[config.mk]
export PLATFORM = sky130hd
export DESIGN_NAME = ac_bias_ctrl
export DESIGN_NICKNAME = d
export VERILOG_FILES = /design/src/rtl/acb_pkg.sv /design/src/rtl/ac_bias_period.sv /design/src/rtl/ac_bias_irq.sv /design/src/rtl/ac_bias_ctrl.sv
export SDC_FILE = /design/constraint.sdc
export NUM_CORES = 1
export LEC_CHECK = 0
export BUFFER_PORTS_ARGS = -buffer_cell sky130_fd_sc_hd__buf_4
export CAP_MARGIN = 20
export CORE_MARGIN = 2
export CORE_UTILIZATION = 45
export CTS_CLUSTER_DIAMETER = 60
export DETAILED_ROUTE_END_ITERATION = 16
export GPL_TIMING_DRIVEN = 0
export MAX_ROUTING_LAYER = met4
export PLACE_DENSITY_LB_ADDON = 0.05
export SYNTH_ARGS = -nofsm -noshare
export SYNTH_HDL_FRONTEND = slang
export SYNTH_SLANG_ARGS = --single-unit
[constraint.sdc]
create_clock -name clk -period 2 [get_ports clk]
set_input_delay 0.5 -clock clk [delete_from_list [all_inputs] [get_ports clk]]
set_output_delay 0.5 -clock clk [all_outputs]
set_load 0.05 [all_outputs]
[src/rtl/acb_pkg.sv]
package acb_pkg;
  typedef enum logic {
    ACB_ACTIVE  = 1'b0,
    ACB_PASSIVE = 1'b1
  } acb_mode_e;

  localparam int unsigned ACB_PERIOD_W = 8;
  localparam int unsigned ACB_LIMIT_W  = 4;
endpackage

[src/rtl/ac_bias_period.sv]
module ac_bias_period #(
  parameter int unsigned PW = 8
) (
  input  logic          clk,
  input  logic          rst_n,
  input  logic          line_pulse,
  input  logic [PW-1:0] period_in,
  output logic          toggle_ev,
  output logic          bias_q
);
  logic [PW-1:0] cnt_q;
  logic [PW-1:0] shadow_q;
  logic [PW-1:0] cur_period;

  // period is sampled on the first pulse of a period (count at zero)
  assign cur_period = (cnt_q == '0) ? period_in : shadow_q;
  assign toggle_ev  = line_pulse && (cnt_q == cur_period);

  always_ff @(posedge clk) begin
    if (!rst_n) begin
      cnt_q    <= '0;
      shadow_q <= '0;
      bias_q   <= 1'b0;
    end else if (line_pulse) begin
      if (cnt_q == '0) shadow_q <= period_in;
      cnt_q <= toggle_ev ? '0 : cnt_q + 1'b1;
      if (toggle_ev) bias_q <= ~bias_q;
    end
  end


  bias_only_on_pulse_chk: assert property (@(posedge clk) disable iff (!rst_n)
    !$stable(bias_q) |-> $past(line_pulse));


  count_idle_hold_chk: assert property (@(posedge clk) disable iff (!rst_n)
    !line_pulse |=> $stable(cnt_q));
endmodule

[src/rtl/ac_bias_irq.sv]
module ac_bias_irq #(
  parameter int unsigned NW = 4
) (
  input  logic          clk,
  input  logic          rst_n,
  input  logic          toggle_ev,
  input  logic [NW-1:0] limit_in,
  input  logic          status_clr,
  output logic          status_q
);
  logic [NW-1:0] tcnt_q;
  logic          enabled;
  logic          last_ev;

  assign enabled = (limit_in != '0);
  // >= keeps the count bounded if the limit is lowered below it
  assign last_ev = enabled && (tcnt_q >= limit_in - 1'b1);

  always_ff @(posedge clk) begin
    if (!rst_n) begin
      tcnt_q   <= '0;
      status_q <= 1'b0;
    end else if (status_clr) begin
      tcnt_q   <= '0;
      status_q <= 1'b0;
    end else if (!enabled) begin
      tcnt_q <= '0;
    end else if (!status_q && toggle_ev) begin
      if (last_ev) begin
        tcnt_q   <= '0;
        status_q <= 1'b1;
      end else begin
        tcnt_q <= tcnt_q + 1'b1;
      end
    end
  end


  status_rise_on_event_chk: assert property (@(posedge clk) disable iff (!rst_n)
    $rose(status_q) |-> $past(toggle_ev) && !$past(status_clr));


  frozen_while_set_chk: assert property (@(posedge clk) disable iff (!rst_n)
    status_q && !status_clr |=> $stable(tcnt_q) && status_q);


  disabled_no_set_chk: assert property (@(posedge clk) disable iff (!rst_n)
    (limit_in == '0) && !status_q |=> !status_q);


  clear_wins_chk: assert property (@(posedge clk) disable iff (!rst_n)
    status_clr |=> !status_q && (tcnt_q == '0));
endmodule

[src/rtl/ac_bias_ctrl.sv]
module ac_bias_ctrl
  import acb_pkg::*;
#(
  parameter int unsigned PERIOD_W = ACB_PERIOD_W,
  parameter int unsigned LIMIT_W  = ACB_LIMIT_W
) (
  input  logic                clk,
  input  logic                rst_n,
  input  logic                line_pulse,
  input  logic                passive_mode,
  input  logic [PERIOD_W-1:0] period,
  input  logic [LIMIT_W-1:0]  trans_limit,
  input  logic                status_clr,
  output logic                bias_out,
  output logic                status,
  output logic                irq
);
  acb_mode_e mode;
  logic      toggle_ev;
  logic      bias_q;

  assign mode = acb_mode_e'(passive_mode);

  ac_bias_period #(.PW(PERIOD_W)) i_period (
    .clk        (clk),
    .rst_n      (rst_n),
    .line_pulse (line_pulse),
    .period_in  (period),
    .toggle_ev  (toggle_ev),
    .bias_q     (bias_q)
  );

  ac_bias_irq #(.NW(LIMIT_W)) i_irq (
    .clk        (clk),
    .rst_n      (rst_n),
    .toggle_ev  (toggle_ev),
    .limit_in   (trans_limit),
    .status_clr (status_clr),
    .status_q   (status)
  );

  assign bias_out = (mode == ACB_PASSIVE) ? bias_q : 1'b0;
  assign irq      = status && (trans_limit != '0);


  reset_quiet_chk: assert property (@(posedge clk)
    !rst_n |=> !status && !bias_q);


  active_low_chk: assert property (@(posedge clk) disable iff (!rst_n)
    !passive_mode |-> !bias_out);
endmodule

-- After elaboration in Yosys (flattened, before gate mapping)
Cells that the tools add are included.
- flip-flop bits (word level): 22
- input bits: 17
- output and inout port bits: 3
- logic and storage cells: 28
- add/sub/neg operators: 3
- magnitude comparators: 1
- equal/unequal tests: 1
- muxes and demuxes: 4
- bitwise gates (word level): 3
- reductions and logical operators: 11
- operators by type and width (operator ; count):
    $mux W8 ; 2
    $add A8 B1 Y8 const B ; 1
    $eq A8 B8 Y1 ; 1
    $logic_not A8 Y1 ; 1
    $add A4 B1 Y4 const B ; 1
    $ge A4 B4 Y1 ; 1
    $logic_and A1 B1 Y1 ; 4
    $mux W4 ; 1
    $reduce_bool A4 Y1 ; 1
    $sub A4 B1 Y4 const B ; 1
    $not A1 Y1 ; 3
    $reduce_and A3 Y1 ; 1
    $reduce_or A3 Y1 ; 1
    $reduce_and A2 Y1 ; 1
    $reduce_or A2 Y1 ; 1
    $logic_not A1 Y1 ; 1
    $mux W1 ; 1

-- Logic depth before layout (Yosys ltp)
- word-level depth: 6
- depth in mapped cells: 9
- mapped depth without buffers: 9

-- Hierarchy
Synthesis repeated with hierarchy kept, for this count alone.
- cells, all modules: 143
- area, all modules: 1336.3 um^2
- modules (own cells, without submodules) (module ; instances ; cells each ; area an instance (um^2) ; seq. area each (um^2)):
    ac_bias_period ; 1 ; 95 ; 913.4 ; 340.3
    ac_bias_irq ; 1 ; 46 ; 405.4 ; 100.1
    ac_bias_ctrl ; 1 ; 2 ; 17.5 ; 0.0

-- Worst setup path before layout
OpenSTA, ideal clock, no wires.
- path kind: reg2reg
- start point: register i_period.cnt_q[0]
- end point: register i_irq.tcnt_q[2]
- arrival: 1.976 ns
- required time: 1.871 ns
- path slack: -0.105 ns
- cell stages (with the launch flop): 8
- path buffers: 0
- cells stage by stage: dfxtp_1 > inv_1 > ha_1 > or4b_1 > nor4_2 > nand3_1 > a2111oi_0 > o21ai_0
- word-level cells in the longest chain between the ends: 5
- ends and longest elaborated chain (element ; line ; text):
    start: declaration ; ac_bias_period.sv:11 ; logic [PW-1:0] cnt_q;
    start signal: assignment ; ac_bias_period.sv:26 ; cnt_q <= toggle_ev ? '0 : cnt_q + 1'b1;
    $logic_not A8 Y1 ; ac_bias_period.sv:16 ; assign cur_period = (cnt_q == '0) ? period_in : shadow_q;
    $mux W8 ; ac_bias_period.sv:16 ;
    $eq A8 B8 Y1 (*) ; ac_bias_period.sv:17 ; assign toggle_ev = line_pulse && (cnt_q == cur_period);
    $logic_and A1 B1 Y1 (*) ; ac_bias_period.sv:17 ;
    $logic_and A1 B1 Y1 (*) ; ac_bias_irq.sv:28 ; end else if (!status_q && toggle_ev) begin
    end signal: assignment ; ac_bias_irq.sv:33 ; tcnt_q <= tcnt_q + 1'b1;
    end: declaration ; ac_bias_irq.sv:11 ; logic [NW-1:0] tcnt_q;
Every way passes the cells marked *; elsewhere a longest branch is shown, timed or not.
A chain may end at the register's enable or synchronous reset.

-- Worst setup path after layout
- start point: register i_period.cnt_q[0]
- end point: register i_period.cnt_q[6]
- word-level cells in the longest chain between the ends: 5
- elaborated cells on any way between the ends: 6
- classes of those cells: add/sub (1); eq/ne (1); mux (2); reduce/logical (2)
- ends and longest elaborated chain (element ; line):
    $logic_not A8 Y1 ; ac_bias_period.sv:16
    $mux W8 ; ac_bias_period.sv:16
    $eq A8 B8 Y1 ; ac_bias_period.sv:17
    $logic_and A1 B1 Y1 ; ac_bias_period.sv:17
    $mux W8 (*) ; ac_bias_period.sv:26
Marks and branches as above.

==> impl_metrics.csv <==
group,metric,value,unit
outcome,status,"finished with violations",
outcome,violations,"negative setup slack",
synth,ys_ff_latch,22,
cells_and_area,n_fill_cell,266,
global_route,grt.total_usage,20.62,%
cells_and_area,final_layout_size_suffix_gt1_share,31.94,%
sta,period_share,108.3,%
cts,cts-root-buf,"clkbuf_4",
sta,tightest_slew,0.9311,ns
synth,syn_inst,156,
cells_and_area,final_common_cell,"buf_4",
synth,synth_warnings,0,
worst_setup_path,cp.arrival,2.37,ns
synth,synth_edf_count,0,
floorplanning,chipHeight,59.78,microns
global_route,grt_max_degree,13,
cells_and_area,antenna_cells,0,
worst_setup_path,r2r_start,"i_period.cnt_q[0]",
global_route,gr-total-overflow,0,
sta,slew_headroom,37.79,%
cts,cts_tree,"yes",
sta,hold_violations,0,
power,ir_drop,276.0,uV
cts,cts.htree.levels,1,
cells_and_area,fin_util,62.38,%
power,powerDensity,541.5,nW/um^2
min_path,min_from,"period[3]",
sta,tns,-1.915,ns
placement,io_buffers,18,
global_route,antenna_found_initial,0,
synth,synthDistinctLibCells,37,
global_route,grt_pass1_wl,5.416,mm
cts,ctsLongestPathBuffers,2,
sta,clock_skew,0.01460,ns
synth,ys_async_sr_fraction,0,%
job,max_cap_violations,0,
power,p_leak,0.7687,nW
sta,grt_setup_unrepaired,"true",
cts,cts_buffers,3,
sta,setup_violations,15,
min_path,hold_class,"input port to flip-flop",
routing,via_count,1266,
sta,post-route-worst-setup-slack,-0.1658,ns
floorplanning,die-width,59.78,microns
routing,first_iter_violations,42,
worst_setup_path,worstPathRequired,2.21,ns
sta,fin_crit,2.166,ns
sta,holdWs,0.4394,ns
synth,synth_fp_nets,181,
sta,timing.fmax,461.7,MHz
routing,wl_per_cell,15.06,microns
worst_setup_path,crit_path_end_kind,"flip-flop",
power,power,1.014,mW
worst_setup_path,critPathMaxFanout,5,
worst_setup_path,cp-startpoint,"i_period.cnt_q[0]",
floorplanning,rows,20,
sta,drv_slew,0,
worst_setup_path,crit_type,"flip-flop to flip-flop",
floorplanning,dieArea,3574,sq um
synth,syn_area,1400,sq um
cts,clock-sinks,22,
synth,yosys_most_used_dff,"dfxtp_1",
cts,path_clk_slew,0.13,ns
routing,drc,0,
cts,clock_latency,0.32,ns
routing,viasPerCell,5.652,
routing,ant_nets,0,
floorplanning,ios,20,
placement,dpl.hpwl,2.319,mm
placement,pre_cts_ws,-0.4999,ns
routing,wl,3.373,mm
cells_and_area,finalNetCount,217,
placement,gp_congestion,0.8666,
floorplanning,design.core.area,3003,sq um
global_route,grt_pass1_vias,1178,
synth,synth.yosys.seq_area_share,31.46,%
cells_and_area,synthToLayoutAreaGrowth,33.78,%
worst_setup_path,start_kind,"flip-flop",
cells_and_area,final_cell_mix,"29 x buf_4, 16 x dfxtp_1, 14 x nor2b_1",
synth,avgSynthCellArea,8.975,sq um
routing,drtPass1Iterations,4,
floorplanning,start_util,46.63,%
-- registers in the layout (all words and copies together) (netlist names) --
signal / flops
i_period.shadow_q: 8
i_period.bias_q: 1
i_irq.status_q: 1
i_period.cnt_q: 8
i_irq.tcnt_q: 4
-- cell type report --
cell class / instances / area [sq um] / area share [%]
multi-input combinational: 121 / 1056 / 56.38
tap: 33 / 41.29 / 2.204
clock buffer: 4 / 36.28 / 1.937
buffer: 3 / 11.26 / 0.6012
sequential: 22 / 455.4 / 24.32
timing repair buffer: 30 / 229.0 / 12.22
inverter: 11 / 43.79 / 2.338
-- final timing paths --
kind | to | slack, ns | cells after the start
setup / recovery | i_period.cnt_q[6] | -0.17 | 7
hold reg to reg | i_period.bias_q | 0.48 | 2
setup reg to reg | i_period.cnt_q[6] | -0.17 | 7
hold / removal | i_period.shadow_q[3] | 0.44 | 3
-- cells by family after synthesis --
group	share of synthesized area, %
AOI/OAI and AO/OA	11.53
xor gates and xnor gates	7.507
adders and majority gates	7.150
buffers and inverters	3.753
DFF	31.46
muxes	7.864
and+or+nand+nor	30.74
-- cells in the mapped netlist, types with 2 or more instances --
cell type | number | area [sq um]
a2111oi_0 | 4 | 35.03
a21oi_1 | 3 | 15.01
and3_1 | 3 | 18.77
and3b_1 | 3 | 26.28
clkbuf_1 | 2 | 7.510
dfxtp_1 | 22 | 440.4
ha_1 | 8 | 100.1
inv_1 | 11 | 41.29
mux2i_1 | 11 | 110.1
nand2_1 | 9 | 33.78
nand2b_1 | 4 | 25.02
nand3_1 | 6 | 30.03
nand3b_1 | 2 | 15.01
nand4_1 | 3 | 18.77
nor2_1 | 3 | 11.26
nor2b_1 | 16 | 100.1
nor3_1 | 3 | 15.01
nor3b_1 | 8 | 60.06
o2111ai_1 | 2 | 17.52
o21ai_0 | 5 | 25.02
or4_4 | 2 | 22.52
xnor2_1 | 8 | 70.07
xor2_1 | 4 | 35.03
-- per-layer routing --
layer	global-route usage [%]	vias to the layer above	wire (microns)
met4	7.619	0	70
met2	31.06	30	1545
met5	-	-	0
met1	26.81	592	1625
met3	4.762	8	133
li1	-	636	-
-- stage by stage --
| stage | cell area (sq um) | std cells |
|---|---|---|
| 2_1_floorplan | 1423 | 156 |
| 3_3_place_gp | 1599 | 207 |
| 3_5_place_dp | 1599 | 207 |
| 4_1_cts | 1797 | 219 |
| 5_1_grt | 1873 | 224 |
| 6_report | 1873 | 224 |
-- what timing repair did --
| action | in CTS | in global routing |
|---|---|---|
| hold buffers | 0 | 0 |
| pin swaps | 13 | 7 |
| gates cloned | 1 | 0 |
| setup buffers | 7 | 6 |
| endpoints found under the setup margin | 22 | 23 |
| resized for setup | 31 | 9 |
-- critical path, cell delays in order, from the launching register on --
cell and delay, ns:
dfxtp_4 0.38, buf_4 0.14, xor2_1 0.13, or4_4 0.49, or4_4 0.50, a21oi_4 0.23
buf_4 0.16, nor3b_2 0.03
-- power by group --
part	leakage, nW	internal (mW)	switching, mW
sequential	0.182	0.457	0.0172
clock	0.0210	0.111	0.140
combinational	0.565	0.148	0.141
(Power assumes the default switching activity.)
